===== src/rtl/phy_seq_pkg.sv =====
package phy_seq_pkg;

  typedef enum logic [2:0] {
    ST_OFF,
    ST_WAIT_LOCK,
    ST_CFG_SETUP,
    ST_CFG_HIGH,
    ST_WAIT_OUT,
    ST_WAIT_RELOCK,
    ST_UP
  } seqState_t;

  localparam logic [1:0] ERR_NONE   = 2'd0;
  localparam logic [1:0] ERR_LOCK   = 2'd1;
  localparam logic [1:0] ERR_OUT    = 2'd2;
  localparam logic [1:0] ERR_RELOCK = 2'd3;

  // Control-to-datapath strobes, one cycle each
  typedef struct packed {
    logic       powerUp;    // release reset, lane active, select lock address
    logic       powerDown;  // idle lane, assert reset, drop strobe
    logic       loadCfg;    // drive a config address/data pair
    logic       cfgSel;     // 0 = first write, 1 = second write
    logic       strobeOn;
    logic       strobeOff;
    logic       selLock;    // reselect lock address
    logic       clrTimers;  // restart microsecond, poll and elapsed counters
    logic       finish;     // end of bring-up, report errVal
    logic [1:0] errVal;
  } seqCmd_t;

endpackage


===== src/rtl/phy_seq_ctrl.sv =====
module phy_seq_ctrl
  import phy_seq_pkg::*;
(
  input  logic    clk,
  input  logic    rstN,
  input  logic    powerOnReq,
  input  logic    powerOffReq,
  input  logic    lockSeen,
  input  logic    outSeen,
  input  logic    pollTick,
  input  logic    timedOut,
  input  logic    usTick,
  output seqCmd_t cmd
);

  seqState_t state, stateNxt;
  logic      wrIdx, wrIdxNxt;

  always_ff @(posedge clk) begin
    if (!rstN) begin
      state <= ST_OFF;
      wrIdx <= 1'b0;
    end else begin
      state <= stateNxt;
      wrIdx <= wrIdxNxt;
    end
  end

  always_comb begin
    cmd      = '0;
    stateNxt = state;
    wrIdxNxt = wrIdx;
    if (powerOffReq) begin
      cmd.powerDown = 1'b1;
      stateNxt      = ST_OFF;
    end else begin
      unique case (state)
        ST_OFF: begin
          if (powerOnReq) begin
            cmd.powerUp   = 1'b1;
            cmd.clrTimers = 1'b1;
            stateNxt      = ST_WAIT_LOCK;
          end
        end
        ST_WAIT_LOCK: begin
          if (pollTick) begin
            if (lockSeen) begin
              cmd.loadCfg   = 1'b1;
              cmd.cfgSel    = 1'b0;
              cmd.clrTimers = 1'b1;
              wrIdxNxt      = 1'b0;
              stateNxt      = ST_CFG_SETUP;
            end else if (timedOut) begin
              cmd.finish = 1'b1;
              cmd.errVal = ERR_LOCK;
              stateNxt   = ST_OFF;
            end
          end
        end
        ST_CFG_SETUP: begin
          if (usTick) begin
            cmd.strobeOn = 1'b1;
            stateNxt     = ST_CFG_HIGH;
          end
        end
        ST_CFG_HIGH: begin
          if (usTick) begin
            cmd.strobeOff = 1'b1;
            if (!wrIdx) begin
              cmd.loadCfg = 1'b1;
              cmd.cfgSel  = 1'b1;
              wrIdxNxt    = 1'b1;
              stateNxt    = ST_CFG_SETUP;
            end else begin
              cmd.clrTimers = 1'b1;
              stateNxt      = ST_WAIT_OUT;
            end
          end
        end
        ST_WAIT_OUT: begin
          if (pollTick) begin
            if (!outSeen) begin
              cmd.selLock   = 1'b1;
              cmd.clrTimers = 1'b1;
              stateNxt      = ST_WAIT_RELOCK;
            end else if (timedOut) begin
              cmd.finish = 1'b1;
              cmd.errVal = ERR_OUT;
              stateNxt   = ST_OFF;
            end
          end
        end
        ST_WAIT_RELOCK: begin
          if (pollTick) begin
            if (lockSeen) begin
              cmd.finish = 1'b1;
              cmd.errVal = ERR_NONE;
              stateNxt   = ST_UP;
            end else if (timedOut) begin
              cmd.finish = 1'b1;
              cmd.errVal = ERR_RELOCK;
              stateNxt   = ST_OFF;
            end
          end
        end
        ST_UP: stateNxt = ST_UP;
        default: stateNxt = ST_OFF;
      endcase
    end
  end

  p_off_wins_r8: assert property (@(posedge clk) disable iff (!rstN)
    powerOffReq |=> (state == ST_OFF));

  p_up_holds_r9: assert property (@(posedge clk) disable iff (!rstN)
    (state == ST_UP && !powerOffReq) |=> (state == ST_UP));

endmodule


===== src/rtl/phy_seq_datapath.sv =====
module phy_seq_datapath
  import phy_seq_pkg::*;
#(
  parameter int CYC_PER_US = 100,
  parameter int TIMEOUT_US = 20000,
  parameter int POLL_US    = 50,
  parameter int ADDR_W     = 6,
  parameter int DATA_W     = 4,
  parameter logic [ADDR_W-1:0] LOCK_ADDR  = 6'h10,
  parameter logic [ADDR_W-1:0] CFG_ADDR_A = 6'h10,
  parameter logic [ADDR_W-1:0] CFG_ADDR_B = 6'h12,
  parameter logic [DATA_W-1:0] CFG_DATA   = 4'h8
) (
  input  logic              clk,
  input  logic              rstN,
  input  seqCmd_t           cmd,
  output logic              phyReset,
  output logic              laneIdle,
  output logic [ADDR_W-1:0] cfgAddr,
  output logic [DATA_W-1:0] cfgData,
  output logic              cfgStrobe,
  output logic              seqDone,
  output logic [1:0]        errCode,
  output logic              pollTick,
  output logic              timedOut,
  output logic              usTick
);

  localparam int US_CYC   = CYC_PER_US;
  localparam int POLL_CYC = POLL_US * CYC_PER_US;
  localparam int TO_CYC   = TIMEOUT_US * CYC_PER_US;
  localparam int US_W     = $clog2(US_CYC + 1);
  localparam int PO_W     = $clog2(POLL_CYC + 1);
  localparam int EL_W     = $clog2(TO_CYC + 1);

  logic [US_W-1:0] usCnt;
  logic [PO_W-1:0] pollCnt;
  logic [EL_W-1:0] elapsed;

  assign usTick   = (usCnt == US_W'(US_CYC - 1));
  assign pollTick = (pollCnt == '0);
  assign timedOut = (elapsed >= EL_W'(TO_CYC));

  // Timers
  always_ff @(posedge clk) begin
    if (!rstN || cmd.clrTimers) begin
      usCnt   <= '0;
      pollCnt <= '0;
      elapsed <= '0;
    end else begin
      usCnt   <= usTick ? '0 : usCnt + 1'b1;
      pollCnt <= (pollCnt == PO_W'(POLL_CYC - 1)) ? '0 : pollCnt + 1'b1;
      if (!timedOut) elapsed <= elapsed + 1'b1;
    end
  end

  // PHY-facing registers
  always_ff @(posedge clk) begin
    if (!rstN) begin
      phyReset  <= 1'b1;
      laneIdle  <= 1'b1;
      cfgAddr   <= '0;
      cfgData   <= '0;
      cfgStrobe <= 1'b0;
      seqDone   <= 1'b0;
      errCode   <= ERR_NONE;
    end else begin
      seqDone <= 1'b0;
      if (cmd.powerDown) begin
        phyReset  <= 1'b1;
        laneIdle  <= 1'b1;
        cfgStrobe <= 1'b0;
      end else begin
        if (cmd.powerUp) begin
          phyReset <= 1'b0;
          laneIdle <= 1'b0;
          cfgAddr  <= LOCK_ADDR;
          errCode  <= ERR_NONE;
        end
        if (cmd.loadCfg) begin
          cfgAddr <= cmd.cfgSel ? CFG_ADDR_B : CFG_ADDR_A;
          cfgData <= CFG_DATA;
        end
        if (cmd.selLock)   cfgAddr   <= LOCK_ADDR;
        if (cmd.strobeOn)  cfgStrobe <= 1'b1;
        if (cmd.strobeOff) cfgStrobe <= 1'b0;
        if (cmd.finish) begin
          seqDone <= 1'b1;
          errCode <= cmd.errVal;
          if (cmd.errVal != ERR_NONE) phyReset <= 1'b1;
        end
      end
    end
  end

  p_strobe_live_phy_r4: assert property (@(posedge clk) disable iff (!rstN)
    cfgStrobe |-> !phyReset);

  p_addr_steady_r4: assert property (@(posedge clk) disable iff (!rstN)
    cfgStrobe |-> ($stable(cfgAddr) && $stable(cfgData)));

  p_done_single_r6: assert property (@(posedge clk) disable iff (!rstN)
    seqDone |=> !seqDone);

  p_err_in_reset_r7: assert property (@(posedge clk) disable iff (!rstN)
    (errCode != ERR_NONE) |-> phyReset);

endmodule


===== src/rtl/phy_pll_bringup.sv =====
module phy_pll_bringup
  import phy_seq_pkg::*;
#(
  parameter int CYC_PER_US = 100,
  parameter int TIMEOUT_US = 20000,
  parameter int POLL_US    = 50,
  parameter int ADDR_W     = 6,
  parameter int DATA_W     = 4
) (
  input  logic              clk,
  input  logic              rstN,
  input  logic              powerOnReq,
  input  logic              powerOffReq,
  input  logic              lockStatus,
  input  logic              outActiveStatus,
  output logic              phyReset,
  output logic              laneIdle,
  output logic [ADDR_W-1:0] cfgAddr,
  output logic [DATA_W-1:0] cfgData,
  output logic              cfgStrobe,
  output logic              seqDone,
  output logic [1:0]        errCode
);

  seqCmd_t cmd;
  logic    pollTick, timedOut, usTick;

  phy_seq_ctrl u_ctrl (
    .clk        (clk),
    .rstN       (rstN),
    .powerOnReq (powerOnReq),
    .powerOffReq(powerOffReq),
    .lockSeen   (lockStatus),
    .outSeen    (outActiveStatus),
    .pollTick   (pollTick),
    .timedOut   (timedOut),
    .usTick     (usTick),
    .cmd        (cmd)
  );

  phy_seq_datapath #(
    .CYC_PER_US(CYC_PER_US),
    .TIMEOUT_US(TIMEOUT_US),
    .POLL_US   (POLL_US),
    .ADDR_W    (ADDR_W),
    .DATA_W    (DATA_W),
    .LOCK_ADDR (ADDR_W'(6'h10)),
    .CFG_ADDR_A(ADDR_W'(6'h10)),
    .CFG_ADDR_B(ADDR_W'(6'h12)),
    .CFG_DATA  (DATA_W'(4'h8))
  ) u_dp (
    .clk      (clk),
    .rstN     (rstN),
    .cmd      (cmd),
    .phyReset (phyReset),
    .laneIdle (laneIdle),
    .cfgAddr  (cfgAddr),
    .cfgData  (cfgData),
    .cfgStrobe(cfgStrobe),
    .seqDone  (seqDone),
    .errCode  (errCode),
    .pollTick (pollTick),
    .timedOut (timedOut),
    .usTick   (usTick)
  );

  p_poweroff_idles_r8: assert property (@(posedge clk) disable iff (!rstN)
    powerOffReq |=> (phyReset && laneIdle && !cfgStrobe));

  p_up_live_r6: assert property (@(posedge clk) disable iff (!rstN)
    (seqDone && errCode == ERR_NONE) |-> (!phyReset && !laneIdle));

endmodule


===== config.mk =====
export PLATFORM = sky130hd
export DESIGN_NAME = phy_pll_bringup
export DESIGN_NICKNAME = d
export VERILOG_FILES = /design/src/rtl/phy_seq_pkg.sv /design/src/rtl/phy_seq_ctrl.sv /design/src/rtl/phy_seq_datapath.sv /design/src/rtl/phy_pll_bringup.sv
export SDC_FILE = /design/constraint.sdc
export NUM_CORES = 1
export LEC_CHECK = 0
export ABC_AREA = 1
export BUFFER_PORTS_ARGS = -buffer_cell sky130_fd_sc_hd__buf_4
export CORE_MARGIN = 10
export CORE_UTILIZATION = 40
export CTS_BUF_LIST = sky130_fd_sc_hd__clkbuf_4 sky130_fd_sc_hd__clkbuf_8
export DETAILED_ROUTE_END_ITERATION = 12
export PLACE_DENSITY = 0.58
export SLEW_MARGIN = 30
export SYNTH_ARGS = -nofsm -noshare
export SYNTH_HDL_FRONTEND = slang
export SYNTH_SLANG_ARGS = --single-unit

===== constraint.sdc =====
create_clock -name clk -period 2.1 [get_ports clk]
set_input_delay 0.42 -clock clk [delete_from_list [all_inputs] [get_ports clk]]
set_output_delay 0.42 -clock clk [all_outputs]
set_load 0.02 [all_outputs]

Yosys cells after proc, flatten, opt, wreduce, memory -nomap -nowiden
Cells that the tools add are included.
{"block": "totals", "ff_bits": 58, "inputBits": 6, "output_inout_bits": 16, "word_cells": 107}
{"block": "classes", "add_sub_neg": 3, "magnitude_cmp": 1, "eq_ne": 15, "muxes": 55, "n_bitwise": 3, "n_reduce_logical": 18}
{"op": "two-way mux 3 bit", "count": 18}
{"op": "adder 21 x 1 -> 21 bit, second input constant", "count": 1}
{"op": "greater-or-equal comparator 21 bit, second input constant", "count": 1}
{"op": "one-hot mux 3 bit (7 select lines)", "count": 1}
{"op": "two-way mux 1 bit", "count": 18}
{"op": "two-way mux 6 bit", "count": 3}
{"op": "two-way mux 2 bit", "count": 8}
{"op": "adder 13 x 1 -> 13 bit, second input constant", "count": 1}
{"op": "equality test 13 bit, second input constant", "count": 1}
{"op": "logical NOT 13 bit", "count": 1}
{"op": "!= test 2 bit, second input constant", "count": 5}
{"op": "equality test 3 bit, second input constant", "count": 3}
{"op": "two-way mux 9 bit", "count": 1}
{"op": "one-hot mux 3 bit (3 select lines)", "count": 1}
{"op": "OR reduction 2 bit", "count": 4}
{"op": "adder 7 x 1 -> 7 bit, second input constant", "count": 1}
{"op": "equality test 7 bit, second input constant", "count": 1}
{"op": "equality test 3 x 2 -> 1 bit, second input constant", "count": 2}
{"op": "AND reduction 2 bit", "count": 3}
{"op": "AND reduction 6 bit", "count": 1}
{"op": "nonzero test 2 bit", "count": 3}
{"op": "two-way mux 5 bit", "count": 1}
{"op": "AND reduction 5 bit", "count": 1}
{"op": "two-way mux 4 bit", "count": 1}
{"op": "other kinds (11)", "count": 14}

Depth between registers and ports, before layout
{"block": "logic_depth", "word_depth": 9, "depth_mapped": 14, "ltp_nobuf": 13}

Hierarchy
A second synthesis with hierarchy kept.
{"block": "hier_totals", "cells_unflattened": 501, "hier_area_um2": 3188.1}
{"module": "phy_seq_datapath", "instances": 1, "cells_per_inst": 400, "area_per_inst_um2": 2672.6, "seq_area_each_um2": 1001.0}
{"module": "phy_seq_ctrl", "instances": 1, "cells_per_inst": 101, "area_per_inst_um2": 515.5, "seq_area_each_um2": 80.1}

Worst setup path after synthesis
No wires, ideal clock.
{"block": "synth_timing", "path_type": "reg-to-reg", "startpoint": "reg u_dp.pollCnt[0]", "endpoint": "reg u_dp.pollCnt[2]", "setup_ns": 0.117, "arrival_time_ns": 1.479, "required_time_ns": 1.983, "path_slack_ns": 0.505, "stages_incl_launch_ff": 15, "n_path_buf": 1, "synth_period_minus_slack_ns": 1.595, "path_cell_list": "dfxtp_1 -> inv_1 -> ha_1 -> nand2_1 -> nor2_1 -> nand3_2 -> nor2_1 -> nand2_1 -> nand4_1 -> nand2_1 -> nand2_2 -> inv_2 -> nand2_2 -> buf_6 -> nor2_2"}
{"block": "synth_via", "elab_chain_len": 6, "word_cells_on_any_way": 9, "cone_classes": "add/sub (1); eq/ne (1); mux (4); reduce/logical (3)"}
{"item": "start, declared", "line": "phy_seq_datapath.sv:37", "source": "logic [PO_W-1:0] pollCnt;"}
{"item": "start signal, assigned", "line": "phy_seq_datapath.sv:52", "source": "pollCnt <= (pollCnt == PO_W'(POLL_CYC - 1)) ? '0 : pollCnt + 1'b1;"}
{"item": "logical NOT 13 bit", "line": "phy_seq_datapath.sv:41", "source": "assign pollTick = (pollCnt == '0);"}
{"item": "two-way mux 5 bit / two-way mux 4 bit (equally long branches)", "line": "phy_seq_ctrl.sv:81, phy_seq_ctrl.sv:46"}
{"item": "one-hot mux 1 bit (4 select lines)", "line": "phy_seq_ctrl.sv:37", "source": "unique case (state)"}
{"item": "two-way mux 9 bit", "line": "phy_seq_ctrl.sv:33", "source": "if (powerOffReq) begin"}
{"item": "logical OR 1 bit", "line": "phy_seq_datapath.sv:46", "source": "if (!rstN || cmd.clrTimers) begin"}
{"item": "OR reduction 2 bit (no line)"}
Parallel ways exist; a longest one is shown, timed or not.
A chain may end at the register's enable or synchronous reset.

Final worst setup path
{"block": "layout_timing", "startpoint": "reg u_dp.pollCnt[0]", "endpoint": "reg u_dp.elapsed[11]"}
{"block": "layout_via", "elab_chain_len": 5, "word_cells_on_any_way": 6, "cone_classes": "mux (4); reduce/logical (2)"}
{"item": "logical NOT 13 bit *", "line": "phy_seq_datapath.sv:41"}
{"item": "two-way mux 5 bit / two-way mux 4 bit (equally long branches)", "line": "phy_seq_ctrl.sv:81, phy_seq_ctrl.sv:46"}
{"item": "one-hot mux 1 bit (4 select lines) *", "line": "phy_seq_ctrl.sv:37"}
{"item": "two-way mux 9 bit *", "line": "phy_seq_ctrl.sv:33"}
{"item": "logical OR 1 bit *", "line": "phy_seq_datapath.sv:46"}
{"item": "end signal, assigned", "line": "phy_seq_datapath.sv:53", "source": "if (!timedOut) elapsed <= elapsed + 1'b1;"}
{"item": "end, declared", "line": "phy_seq_datapath.sv:38", "source": "logic [EL_W-1:0] elapsed;"}
Every way passes the cells marked *; elsewhere a longest branch is shown, timed or not.

==> flow_summary.yaml <==
layout:
  syn_to_final_growth_pct: 10.38
  n_antenna_cell: 0
  drive_gt1_frac: 0.1808
  nNetsFinal: 458
power:
  p_clk_frac: 0.413
  ir_worst_vdd_mv: 0.2838
  switching_power_mw: 0.4714
  p_leak_nw: 1.236
  switching_share: 0.2277
  p_comb_frac: 0.076
  pwr-share-seq: 0.511
  internal_power_mw: 1.599
  p_per_area_nw_per_um2: 625.1
global_routing:
  grt.overflow.total: 0
  gr-usage-all-layers: 0.1125
  grt_antenna_before_repair: 0
  grt_pass1_vias: 2529
  grt_pass1_wl_um: 11000
  grt_max_degree: 20
logic_synthesis:
  ys_warn_count: 0
  ys_seq_area_frac: 0.3603
  yosysTopAreaCell: "dfxtp_1"
  syn_area_um2: 3000
  synth_top_area_frac: 0.3603
  yosys-top-cells-area: "dfxtp_1, nand2_1, nor2_1, inv_1, nor2_2"
  synth_seq_cells: 54
  synth-edff-count: 0
  synth_top_flop_cell: "dfxtp_1"
  synthArstFlopShare: 0
  syn_area_per_cell_um2: 6.978
  synthCells: 430
  synth_cell_types: 33
die:
  dieArea_um2: 11360
  die_h_um: 106.6
  ios: 22
  row_count: 31
  coreArea_um2: 7292
  die_x_um: 106.6
  start_util: 0.4115
sta:
  fin_tns_setup_ns: 0
  rsz0062_at_grt: "false"
  finalMaxSlewViolations: 0
  hold_viol_final: 0
  min_period_ns: 1.757
  period_share: 0.8366
  fin_ws_ns: 0.3432
  max_freq_ghz: 0.5692
  setup_viol: 0
  skew_ns: 0.009563
clock_network:
  clk_pin_slew_worst_paths_ns: 0.10
  htree_levels: 2
  cts_tree: "built"
  cts.sinks: 54
  postCtsSetupBuffers: 0
  root_buffer: "clkbuf_8"
  clockBufferDepth: 2
  numCtsBuffers: 5
  clk_latency_ns: 0.31
run_status:
  status: "complete, no violations"
drt:
  firstDrtPassIters: 4
  viasPerCell: 4.826
  ant_nets: 0
  wl_per_cell_um: 11.44
  drc: 0
  routed_wl_um: 6258
  drt_iter0_markers: 89
  num_vias: 2640
worst_setup_path:
  critical_path_class: "flip-flop to flip-flop"
  cp_max_fo: 19
  regToRegSetupSlack_ns: 0.34
  arrival_ns: 1.95
  cp-end-kind: "flip-flop"
  startpoint_type: "flip-flop"
  crit_required_ns: 2.30
placed_design:
  dpl_worst_slack_ns: 0.2584
  io_buffer_count: 14
  dpl.hpwl_um: 4823
  routabilityCongestion: 0.8760
run:
  maxCapViolCount: 0
hold_path:
  min_path_type: "primary input to flip-flop"
[synthesized netlist by cell type, types with 5 or more instances]
library cell	n
nand2_1	85
nor2_1	57
dfxtp_1	54
inv_1	49
nand3_1	20
a21oi_1	19
nor2_2	19
nor3_1	16
inv_2	15
xor2_1	12
nand4_1	10
o21ai_0	9
buf_4	7
a21oi_2	6
nand2_2	6
xnor2_1	6
ha_1	5
nor4_1	5
[flip-flops by register name (all words and copies together), names as in the netlist]
name / flops
u_dp.phyReset: 1
u_dp.pollCnt: 13
u_ctrl.state: 3
u_dp.cfgData: 1
u_dp.usCnt: 7
u_dp.seqDone: 1
u_dp.cfgAddr: 2
u_dp.cfgStrobe: 1
u_ctrl.wrIdx: 1
u_dp.laneIdle: 1
u_dp.elapsed: 21
u_dp.errCode: 2
[worst max-delay path, stage by stage, from the launching register on]
cell,delay [ns]
dfxtp_1,0.35
inv_1,0.06
ha_1,0.15
nand2_1,0.05
nor2_1,0.13
nand3_2,0.12
nor2_1,0.14
nand2_1,0.09
nand4_1,0.07
nand2_1,0.06
nand2_2,0.07
buf_4,0.26
nor3b_1,0.08
[cell families after synthesis]
kind of cell	count (synthesis)	share of synthesized area
compound gates	41	0.07965
simple gates	235	0.3711
other cells	1	0.001250
xor+xnor	18	0.05254
flops	54	0.3603
fa+ha+maj	5	0.02085
buf+inv	76	0.1143
[power by group through the flow]
stage                     registers [mW]  logic (mW)  clock network [mW]
after floorplan                     1.08       0.128                   0
after global placement              1.08       0.157                   0
after detailed placement            1.08       0.158                   0
after CTS                           1.06       0.158               0.885
after global routing                1.06       0.180               0.913
final                               1.06       0.157               0.856
[layer usage]
layer,track usage,share of wire,vias to the layer above
li1,-,-,1380
met1,0.1333,0.47,1193
met2,0.1866,0.45,57
met3,0.03293,0.054,10
met4,0.04545,0.021,0
met5,0,0,-
[final timing paths]
check / cells after the start / from / endpoint
max: 12 / u_dp.pollCnt[0]$_SDFF_PP0_ / u_dp.elapsed[11]$_SDFFE_PP0N_
min: 3 / powerOffReq / u_dp.laneIdle$_SDFFE_PP1P_
max reg2reg: 12 / u_dp.pollCnt[0]$_SDFF_PP0_ / u_dp.elapsed[11]$_SDFFE_PP0N_
min reg2reg: 1 / u_dp.usCnt[0]$_SDFF_PP0_ / u_dp.usCnt[0]$_SDFF_PP0_
[final cells by class]
type / instances / area, µm²
Sequential cell: 54 / 1081
Inverter: 64 / 240.2
Multi-Input combinational cell: 306 / 1604
Fill cell: 761 / 3980
Timing Repair Buffer: 16 / 120.1
Clock buffer: 6 / 82.58
Clock inverter: 2 / 60.06
Tap cell: 99 / 123.9
[what timing repair did]
item | 4_1_cts | 5_1_grt
endpoints found under the setup margin | 0 | 2
hold buffers | 0 | 0
gates resized for setup | 0 | 1
[placed cells by master (no fill, tap or decap), types with 7 or more instances in the layout]
cell type / count
nand2_1: 85
nor2_1: 57
dfxtp_1: 54
inv_1: 49
nand3_1: 20
nor2_2: 19
a21oi_1: 19
nor3_1: 16
buf_4: 16
inv_2: 15
xor2_1: 12
nand4_1: 10
o21ai_0: 9
conb_1: 7
[through the flow]
step | util | total power [mW] | cell area [µm²] | hold WS (ns) | instances
floorplan | - | 1.210 | 3023 | 0.4176 | 436
global placement | 0.4339 | 1.237 | 3164 | 0.4282 | 539
detailed placement | 0.4339 | 1.239 | 3164 | 0.4393 | 539
CTS | 0.4535 | 2.101 | 3307 | 0.3665 | 547
global route | 0.4542 | 2.154 | 3312 | 0.3983 | 547
finish | 0.4542 | 2.070 | 3312 | 0.3740 | 547
Power figures use the tool's default switching activity.
